===== config.mk =====
export PLATFORM = sky130hd
export DESIGN_NAME = way_victim_sel
export DESIGN_NICKNAME = d
export VERILOG_FILES = /design/src/rtl/wvs_pkg.sv /design/src/rtl/wvs_rand_pick.sv /design/src/rtl/wvs_lrr.sv /design/src/rtl/wvs_lru.sv /design/src/rtl/way_victim_sel.sv
export SDC_FILE = /design/constraint.sdc
export NUM_CORES = 1
export LEC_CHECK = 0
export BUFFER_PORTS_ARGS = -buffer_cell sky130_fd_sc_hd__clkbuf_2
export CAP_MARGIN = 25
export CORE_UTILIZATION = 60
export CTS_CLUSTER_SIZE = 28
export DETAILED_ROUTE_END_ITERATION = 6
export PLACE_DENSITY = 0.76
export SLEW_MARGIN = 40
export SYNTH_ARGS = -nofsm -noshare
export SYNTH_HDL_FRONTEND = slang
export SYNTH_SLANG_ARGS = --single-unit

===== constraint.sdc =====
create_clock -name clk -period 37.9 [get_ports clk]
set_clock_uncertainty 0.15 [all_clocks]
set_input_delay 3.79 -clock clk [delete_from_list [all_inputs] [get_ports clk]]
set_output_delay 3.79 -clock clk [all_outputs]
set_load 0.01 [all_outputs]

===== src/rtl/wvs_pkg.sv =====
`timescale 1ns/1ps
package wvs_pkg;

   typedef enum logic [1:0] {
      POL_RANDOM = 2'd0,
      POL_LRR    = 2'd1,
      POL_LRU    = 2'd2
   } policy_e;

   localparam int MAX_WAYS   = 4;
   localparam int RANK_MAX_W = 5;

   typedef logic [1:0] way_t;
   // position 0 holds the oldest way, position n-1 the newest
   typedef way_t [MAX_WAYS-1:0] order_t;

   function automatic int fact(input int n);
      int f;
      f = 1;
      for (int i = 2; i <= n; i++) f = f * i;
      return f;
   endfunction

   function automatic int rank_width(input int n);
      return (n <= 2) ? 1 : $clog2(fact(n));
   endfunction

   // factorial-base rank -> recency order; rank 0 is way 0 oldest upward
   function automatic order_t rank_to_order(input logic [RANK_MAX_W-1:0] rank, input int n);
      order_t               ord;
      logic [MAX_WAYS-1:0]  used;
      int                   rem;
      int                   base;
      int                   digit;
      int                   seen;
      ord  = '0;
      used = '0;
      rem  = int'(rank);
      for (int p = 0; p < MAX_WAYS; p++) begin
         if (p < n) begin
            base  = fact(n - 1 - p);
            digit = rem / base;
            rem   = rem % base;
            seen  = 0;
            for (int w = 0; w < MAX_WAYS; w++) begin
               if (w < n && !used[w]) begin
                  if (seen == digit) begin
                     ord[p]  = way_t'(w);
                     used[w] = 1'b1;
                  end
                  seen++;
               end
            end
         end
      end
      return ord;
   endfunction

   function automatic logic [RANK_MAX_W-1:0] order_to_rank(input order_t ord, input int n);
      logic [MAX_WAYS-1:0] used;
      int                  total;
      int                  smaller;
      used  = '0;
      total = 0;
      for (int p = 0; p < MAX_WAYS; p++) begin
         if (p < n) begin
            smaller = 0;
            for (int w = 0; w < MAX_WAYS; w++) begin
               if (w < int'(ord[p]) && !used[w]) smaller++;
            end
            total = total + smaller * fact(n - 1 - p);
            used[ord[p]] = 1'b1;
         end
      end
      return RANK_MAX_W'(total);
   endfunction

   // move one way to the newest slot, keeping the others in order
   function automatic order_t make_newest(input order_t ord, input way_t way, input int n);
      order_t nxt;
      int     q;
      nxt = '0;
      q   = 0;
      for (int p = 0; p < MAX_WAYS; p++) begin
         if (p < n && ord[p] != way) begin
            nxt[q] = ord[p];
            q++;
         end
      end
      nxt[n-1] = way;
      return nxt;
   endfunction

endpackage


===== src/rtl/wvs_rand_pick.sv =====
`timescale 1ns/1ps
module wvs_rand_pick
   import wvs_pkg::*;
#(
   parameter  int WAYS = 4,
   localparam int WW   = (WAYS > 1) ? $clog2(WAYS) : 1,
   localparam int CW   = (WAYS <= 2) ? 1 : 2
) (
   input  logic            clk,
   input  logic            rst_n,
   input  logic [WAYS-1:0] lock_i,
   output logic [WW-1:0]   victim_o
);

   logic [CW-1:0] cnt_q;

   always_ff @(posedge clk or negedge rst_n) begin
      if (!rst_n) cnt_q <= '0;
      else        cnt_q <= cnt_q + 1'b1;
   end

   always_comb begin
      int   start;
      int   w;
      logic found;
      start = int'(cnt_q);
      if (start >= WAYS) start = start - WAYS;
      found    = 1'b0;
      w        = 0;
      victim_o = WW'(WAYS - 1);
      for (int k = 0; k < WAYS; k++) begin
         w = (start + k) % WAYS;
         if (!found && !lock_i[w]) begin
            victim_o = WW'(w);
            found    = 1'b1;
         end
      end
   end

endmodule


===== src/rtl/wvs_lrr.sv =====
`timescale 1ns/1ps
module wvs_lrr #(
   parameter  int LINES = 64,
   localparam int IDXW  = $clog2(LINES)
) (
   input  logic            clk,
   input  logic            rst_n,
   input  logic [IDXW-1:0] idx_i,
   input  logic            fill_i,
   input  logic [1:0]      lock_i,
   output logic [0:0]      victim_o
);

   logic [LINES-1:0] last_q;
   logic             pref;

   always_comb begin
      pref = ~last_q[idx_i];
      if (!lock_i[pref])       victim_o = pref;
      else if (!lock_i[~pref]) victim_o = ~pref;
      else                     victim_o = 1'b1;
   end

   always_ff @(posedge clk or negedge rst_n) begin
      if (!rst_n)      last_q         <= '0;
      else if (fill_i) last_q[idx_i]  <= victim_o[0];
   end

endmodule


===== src/rtl/wvs_lru.sv =====
`timescale 1ns/1ps
module wvs_lru
   import wvs_pkg::*;
#(
   parameter  int WAYS  = 4,
   parameter  int LINES = 64,
   localparam int IDXW  = $clog2(LINES),
   localparam int WW    = (WAYS > 1) ? $clog2(WAYS) : 1,
   localparam int RW    = rank_width(WAYS)
) (
   input  logic            clk,
   input  logic            rst_n,
   input  logic [IDXW-1:0] idx_i,
   input  logic            acc_valid_i,
   input  logic [WW-1:0]   hit_way_i,
   input  logic            fill_i,
   input  logic [WAYS-1:0] lock_i,
   output logic [WW-1:0]   victim_o
);

   logic [RW-1:0]       hist_q [LINES];
   order_t              cur_ord;
   logic [MAX_WAYS-1:0] lock_x;
   logic                upd_en;
   way_t                upd_way;
   logic [RW-1:0]       new_rank;

   assign lock_x = MAX_WAYS'(lock_i);

   always_comb cur_ord = rank_to_order(RANK_MAX_W'(hist_q[idx_i]), WAYS);

   // oldest unlocked way wins
   always_comb begin
      logic found;
      found    = 1'b0;
      victim_o = WW'(WAYS - 1);
      for (int p = 0; p < WAYS; p++) begin
         if (!found && !lock_x[cur_ord[p]]) begin
            victim_o = WW'(cur_ord[p]);
            found    = 1'b1;
         end
      end
   end

   always_comb begin
      upd_en  = 1'b0;
      upd_way = '0;
      if (fill_i) begin
         upd_en  = 1'b1;
         upd_way = way_t'(victim_o);
      end else if (acc_valid_i && int'(hit_way_i) < WAYS) begin
         upd_en  = 1'b1;
         upd_way = way_t'(hit_way_i);
      end
   end

   assign new_rank = RW'(order_to_rank(make_newest(cur_ord, upd_way, WAYS), WAYS));

   always_ff @(posedge clk or negedge rst_n) begin
      if (!rst_n) begin
         for (int i = 0; i < LINES; i++) hist_q[i] <= '0;
      end else if (upd_en) begin
         hist_q[idx_i] <= new_rank;
      end
   end

endmodule


===== src/rtl/way_victim_sel.sv =====
`timescale 1ns/1ps
module way_victim_sel
   import wvs_pkg::*;
#(
   parameter  int      WAYS    = 4,
   parameter  int      LINES   = 64,
   parameter  policy_e POLICY  = POL_LRU,
   parameter  bit      LOCK_EN = 1'b1,
   localparam int      IDXW    = $clog2(LINES),
   localparam int      WW      = (WAYS > 1) ? $clog2(WAYS) : 1
) (
   input  logic            clk,
   input  logic            rst_n,
   input  logic [IDXW-1:0] idx_i,
   input  logic            acc_valid_i,
   input  logic [WW-1:0]   hit_way_i,
   input  logic            fill_i,
   input  logic [WAYS-1:0] lock_i,
   output logic [WW-1:0]   victim_o,
   output logic            all_locked_o
);

   // elaboration-time parameter checks
   if (WAYS < 1 || WAYS > MAX_WAYS) begin : g_bad_ways
      $error("way_victim_sel: WAYS must be 1..4");
   end
   if (LINES < 2 || (LINES & (LINES - 1)) != 0) begin : g_bad_lines
      $error("way_victim_sel: LINES must be a power of two >= 2");
   end
   if (POLICY == POL_LRR && WAYS > 2) begin : g_bad_lrr
      $error("way_victim_sel: replaced-order policy needs at most 2 ways");
   end

   logic [WAYS-1:0] lock_eff;

   if (LOCK_EN) begin : g_lock
      assign lock_eff = lock_i;
   end else begin : g_nolock
      logic unused_lock;
      assign lock_eff    = '0;
      assign unused_lock = ^lock_i;
   end

   assign all_locked_o = &lock_eff;

   if (WAYS == 1) begin : g_single
      logic unused_single;
      assign victim_o      = '0;
      assign unused_single = ^{clk, rst_n, idx_i, acc_valid_i, hit_way_i, fill_i};
   end else if (POLICY == POL_RANDOM) begin : g_rand
      logic unused_rand;
      assign unused_rand = ^{idx_i, acc_valid_i, hit_way_i, fill_i};
      wvs_rand_pick #(.WAYS(WAYS)) u_pick (
         .clk      (clk),
         .rst_n    (rst_n),
         .lock_i   (lock_eff),
         .victim_o (victim_o)
      );
   end else if (POLICY == POL_LRR) begin : g_lrr
      logic unused_lrr;
      assign unused_lrr = ^{acc_valid_i, hit_way_i};
      wvs_lrr #(.LINES(LINES)) u_lrr (
         .clk      (clk),
         .rst_n    (rst_n),
         .idx_i    (idx_i),
         .fill_i   (fill_i),
         .lock_i   (2'(lock_eff)),
         .victim_o (victim_o)
      );
   end else begin : g_lru
      wvs_lru #(.WAYS(WAYS), .LINES(LINES)) u_lru (
         .clk         (clk),
         .rst_n       (rst_n),
         .idx_i       (idx_i),
         .acc_valid_i (acc_valid_i),
         .hit_way_i   (hit_way_i),
         .fill_i      (fill_i),
         .lock_i      (lock_eff),
         .victim_o    (victim_o)
      );
   end

endmodule


==> impl_metrics.tcl, run 1 <==
set metrics [dict create \
    synth_area_per_cell_um2 9.24 \
    rows 62 \
    areaGrowthSynthToFinish_pct 8.18 \
    fin_tns_setup_ps 0 \
    gp_congestion 0.943 \
    finalCritPeriodShare_pct 53.3 \
    clk_latency_ps 540 \
    final_max_slew_viol_count 0 \
    critPathKind "input pin to register" \
    netlist.area_leader.share_pct 45.2 \
    finalHoldViolations 0 \
    first_pass_iters 6 \
    die_w_um 174 \
    ctsHtreeMaxLevel 2 \
    yosys_warnings 0 \
    grt_busiest_layer "met2" \
    grt_use_met1_pct 47.1 \
    wl_per_cell_um 22.6 \
    max_stage_delay_ps 680 \
    critPathLaunchType "input pin" \
    cts_root_buffer "clkbuf_16" \
    grt_antenna_before_repair 2 \
    n_fill_cell 2338 \
    cts_buffers 34 \
    hold_class "register to register" \
    drc_errors 0 \
    cts_resized 0 \
    num_antenna_cells 0 \
    track_usage_pct 35.2 \
    drive_gt1_share_pct 13.0 \
    grt_pass1_vias 14700 \
    worstPathRequired_ps 38120 \
    maxSlewHeadroom_pct 41.6 \
    synthesis.instances 1918 \
    port_buffers 18 \
    dp_cells 2238 \
    cts.path.max_buffers 3 \
    cts-hold-fix-buffers 0 \
    die_h_um 174 \
    synthArstFlopShare_pct 100 \
    rsz0062_at_grt "false" \
    grt_first_pass_wirelength_um 82900 \
    routed_wl_um 52000 \
    path_clk_slew_ps 60 \
    yosys.area.top_type "dfrtp_1" \
    use_met2_pct 52.1 \
    ant_nets 0 \
    largest_register "g_lru.u_lru.hist_q" \
    setup_viol 0 \
    cts_tree "yes" \
    top_regs "g_lru.u_lru.hist_q (320)" \
    fmax_mhz 49.5 \
    via_per_inst 6.52 \
    netlist_area_um2 17700 \
    use_met3_pct 10.3 \
    synthDistinctLibCells 100 \
    start_util_pct 61.4 \
    grt_max_degree 108 \
    drv_cap 0 \
    cp-end-kind "register" \
    detailed_place_hpwl_um 34000 \
    synth.area.top_cells "dfrtp_1 (45%), nand2_1 (11%), o21ai_0 (5.1%)" \
    grt_remaining_overflow 0 \
    dominantRegCellSynth "dfrtp_1" \
    synth_edf_count 0 \
    syn_nets 1966 \
    final_cells 2301 \
    cp_common_cell "ha_1" \
    status "finished, final reports clean" \
    tightest_slew_ps 870 \
    drt-initial-drc-count 1672 \
    synth-seq-cells 320 \
    hold_slack_ps 325 \
    ios 19 \
    die-area_um2 30200 \
    clock-sinks 320 \
    ys_seq_area_share_pct 45.2 \
    fin_crit_ps 20210 \
    largest_reg_flops 320 \
    cp_slowest_cell "buf_4" \
    critPathArrivalTime_ps 20430 \
    cts_setup_buffers 0 \
    vias 15000 \
    r2r_slack_ps 21830 \
    nets 1941 \
    core_um2 28900 \
    path_max_fanout 64 \
]
==> synth_stat cells, drive strengths merged, types with 27 or more instances <==
library cell	n
nand2	499
buf	54
nor2	137
o21ai	188
o22ai	29
inv	51
ha	27
dfrtp	320
mux2	78
mux2i	57
a21oi	71
clkbuf	51
==> final timing paths <==
kind,to,startpoint,depth (start not counted)
setup / recovery,g_lru.u_lru.hist_q[289],idx_i[0],66
setup reg to reg,g_lru.u_lru.hist_q[289],g_lru.u_lru.hist_q[129],64
hold / removal,g_lru.u_lru.hist_q[290],g_lru.u_lru.hist_q[290],2
hold reg to reg,g_lru.u_lru.hist_q[290],g_lru.u_lru.hist_q[290],2
max in group asynchronous,g_lru.u_lru.hist_q[36],rst_n,4
min in group asynchronous,g_lru.u_lru.hist_q[192],rst_n,1
==> cell usage in the layout (no fill, tap or decap), types with 6 or more instances in the layout <==
cell type / n
nand2_1: 498
dfrtp_1: 320
o21ai_0: 182
nor2_1: 131
mux2_2: 71
a21oi_1: 68
mux2i_1: 57
inv_1: 47
clkbuf_16: 35
o22ai_1: 29
ha_1: 25
buf_4: 22
a22oi_1: 21
mux4_2: 19
nand3_1: 17
nor3_1: 16
a221oi_1: 16
clkbuf_2: 16
nor2b_1: 15
nand2b_1: 14
o221ai_1: 13
xnor2_1: 12
clkbuf_1: 12
a211oi_1: 11
and3_1: 11
a22o_1: 9
or3_1: 9
or2_2: 9
o31ai_1: 8
and2_1: 7
a21o_1: 7
mux2_1: 6
o21ai_1: 6
o211ai_1: 6
a221o_1: 6
==> per-layer routing <==
| metal | vias to the layer above | wire (um) |
|---|---|---|
| met5 | - | 0 |
| li1 | 6714 | - |
| met4 | 0 | 2920 |
| met2 | 804 | 22700 |
| met3 | 213 | 5520 |
| met1 | 7276 | 20800 |
==> cell families (layout without fill, tap and decap cells) <==
| kind of cell | after synthesis | in the layout | synth area share (%) |
|---|---|---|---|
| muxes | 154 | 154 | 10.6 |
| adders and majority gates | 32 | 32 | 2.47 |
| xor gates and xnor gates | 16 | 16 | 0.791 |
| AOI/OAI and AO/OA | 460 | 460 | 17.5 |
| DFF | 320 | 320 | 45.2 |
| and+or+nand+nor | 780 | 780 | 19.1 |
| buffers and inverters | 156 | 155 | 4.27 |
==> cell type report <==
cell class,instances,area [um^2],share of cell area (%)
clock inverter,9,164,0.855
multi-input combinational,1442,9010,47.0
timing repair buffer,44,329,1.72
clock buffer,51,976,5.09
tap,384,480,2.51
sequential,320,8010,41.8
inverter,51,191,0.999
==> worst max-delay path: cells and delay by family <==
| family | cells | cell delay, ps |
|---|---|---|
| AOI/OAI and AO/OA | 22 | 6020 |
| adders and majority gates | 12 | 3830 |
| buffers and inverters | 12 | 2740 |
| and+or+nand+nor | 14 | 2430 |
| muxes | 3 | 970 |
| xor gates and xnor gates | 3 | 570 |
==> through the flow <==
stage	util (%)	instance area (um^2)	worst slack, ps
3_5_place_dp	62.3	18000	17240
5_1_grt	66.4	19200	16570
3_3_place_gp	62.1	17900	17780
4_1_cts	66.2	19100	17770
6_report	66.4	19200	17690
2_1_floorplan	-	17700	20690
Power of run 1 is left out: the tool's default activity adds up to more than one toggle a clock period on the data nets, which glitch-free logic cannot reach.
==> run 2: changes to the inputs <==
- ABC_AREA: default -> 1
- clock period: 37.9 -> 19.4 ns (I/O delays scaled with it)
==> impl_metrics.tcl, run 2 <==
set metrics [dict create \
    areaGrowthSynthToFinish_pct 8.43 \
    syn_nets 2559 \
    grt_remaining_overflow 0 \
    clk_latency_ps 530 \
    finalCritPeriodShare_pct 75.8 \
    ys_seq_area_share_pct 44.9 \
    cp-end-kind "register" \
    fmax_mhz 68.0 \
    cts_tree "yes" \
    start_util_pct 61.5 \
    top_regs "g_lru.u_lru.hist_q (320)" \
    synthAdderAreaFrac_pct 2.45 \
    first_pass_iters 5 \
    cts.path.max_buffers 3 \
    die_w_um 174 \
    synthSimpleGateAreaFrac_pct 32.8 \
    nets 2541 \
    rsz0062_at_grt "false" \
    core_um2 29000 \
    critPathArrivalTime_ps 14910 \
    hold_depth 2 \
    cts_setup_buffers 0 \
    drt-initial-drc-count 1429 \
    worstHoldStart "g_lru.u_lru.hist_q[205]" \
    track_usage_pct 31.6 \
    tightest_slew_ps 852 \
    wl_per_cell_um 16.1 \
    final_max_slew_viol_count 0 \
    grt_first_pass_wirelength_um 77700 \
    cts_root_buffer "clkbuf_16" \
    ff2ff_path_depth 84 \
    ios 19 \
    hold_slack_ps 332 \
    dominantRegCellSynth "dfrtp_1" \
    grt_max_degree 107 \
    synth_top_family_by_area "simple AND/OR/NAND/NOR gates" \
    yosys.area.top_type "dfrtp_1" \
    gp_congestion 0.909 \
    vias 16100 \
    cts_buffers 35 \
    num_antenna_cells 0 \
    hold_class "register to register" \
    dp_cells 2839 \
    path_clk_slew_ps 60 \
    r2r_slack_ps 7480 \
    cp_common_cell "nand2_1" \
    n_fill_cell 2580 \
    synthTopCellsByCount "nand2_1 (1084), o21ai_0 (330), dfrtp_1 (320), inv_1 (176), nor2_1 (166)" \
    drc_errors 0 \
    netlist.area_leader.share_pct 44.9 \
    synth.area.top_cells "dfrtp_1 (45%), nand2_1 (23%), o21ai_0 (9.3%)" \
    synthesis.instances 2511 \
    grt_antenna_before_repair 0 \
    ctsHtreeMaxLevel 2 \
    routed_wl_um 46700 \
    finalHoldViolations 0 \
    max_stage_delay_ps 680 \
    crit_start "idx_i[0]" \
    synth-seq-cells 320 \
    yosys_warnings 0 \
    netlist_area_um2 17800 \
    muxShareOfSynthArea_pct 0 \
    cts_resized 0 \
    status "finished, final reports clean" \
    worstPathRequired_ps 19610 \
    die_h_um 174 \
    synthArstFlopShare_pct 100 \
    port_buffers 18 \
    clock-sinks 320 \
    maxSlewHeadroom_pct 43.2 \
    setup_viol 0 \
    fin_crit_ps 14700 \
    final_cells 2901 \
    synth_edf_count 0 \
    hold_end "g_lru.u_lru.hist_q[205]" \
    synth_area_per_cell_um2 7.11 \
    synth.most_common_cell "nand2_1" \
    synth-compound-area-share_pct 12.1 \
    synth_xor_area_share_pct 0.393 \
    postPlaceCellArea_um2 18200 \
    design_area_um2 19400 \
    largest_register "g_lru.u_lru.hist_q" \
    fin_tns_setup_ps 0 \
    r2r-end "g_lru.u_lru.hist_q[24]" \
    via_per_inst 5.54 \
    cts-hold-fix-buffers 0 \
    critPathKind "input pin to register" \
    most-common-layout-cells "nand2_1 (1084), o21ai_0 (330), dfrtp_1 (320), inv_1 (176), nor2_1 (166)" \
    cp_slowest_cell "inv_4" \
    path_max_fanout 101 \
    detailed_place_hpwl_um 29200 \
    drive_gt1_share_pct 7.91 \
    critPathLaunchType "input pin" \
    largest_reg_flops 320 \
    final_common_cell "nand2_1" \
    grt_pass1_vias 15400 \
    ant_nets 0 \
    drv_cap 0 \
    synthDistinctLibCells 41 \
    regToRegStartpoint "g_lru.u_lru.hist_q[303]" \
    rows 62 \
    die-area_um2 30400 \
]
run 2: cell types whose count changed after synthesis, sizes merged, moves of 21 or more:
cell    change
o21ai     +200
inv       +147
nor2       +40
a21oi      -64
o22ai      -27
a22oi      -21
nand2     +617
a221oi     -21
mux2i      -57
nand3      +70
mux2       -78
run 2: worst max path at each step:
stage / cells past startpoint / end / slack [ps]
2_1_floorplan: 80 / g_lru.u_lru.hist_q[104] / 7140
3_3_place_gp: 87 / g_lru.u_lru.hist_q[264] / 4240
3_5_place_dp: 83 / g_lru.u_lru.hist_q[24] / 4310
4_1_cts: 83 / g_lru.u_lru.hist_q[24] / 4840
5_1_grt: 85 / g_lru.u_lru.hist_q[294] / 3430
6_report: 87 / g_lru.u_lru.hist_q[24] / 4700
run 2: final cells by class:
| type | instances | area (um^2) | area share, % |
|---|---|---|---|
| multi-input cells | 1886 | 8580 | 44.3 |
| clock inverters | 6 | 45.0 | 0.233 |
| repair buffers | 47 | 370 | 1.91 |
| clock buffers | 55 | 1100 | 5.70 |
| inverters | 203 | 767 | 3.96 |
| well taps | 384 | 480 | 2.48 |
| flip-flops and latches | 320 | 8010 | 41.4 |
run 2: cell families (layout without fill, tap and decap cells):
logic type,after synthesis,count (layout)
buffers and inverters,305,311
xor gates and xnor gates,8,8
DFF,320,320
AOI/OAI and AO/OA,419,419
and+or+nand+nor,1427,1427
adders and majority gates,32,32
run 2: layer usage:
layer  vias to the layer above  GRT usage (%)  wire length (um)
li1                       7879              -                 -
met2                       552           51.4             21600
met3                       119           4.07              3110
met5                         -              0                 0
met1                      7509           43.5             20700
met4                         0           11.0              1410
run 2: worst max-delay path: cells and delay by family:
| family | cells | cell delay (ps) |
|---|---|---|
| adder cells (fa/ha/maj) | 12 | 3530 |
| XOR/XNOR | 3 | 510 |
| buffers and inverters | 19 | 3140 |
| AO/OA/AOI/OAI | 4 | 660 |
| AND/OR/NAND/NOR | 49 | 4980 |
run 2: through the flow:
stage | setup WS, ps | utilization, %
after floorplan | 7140 | -
after global placement | 4240 | 62.5
after detailed placement | 4310 | 62.6
after CTS | 4840 | 66.6
after global routing | 3430 | 66.7
final | 4700 | 66.7
Power of run 2 is left out for the same reason.
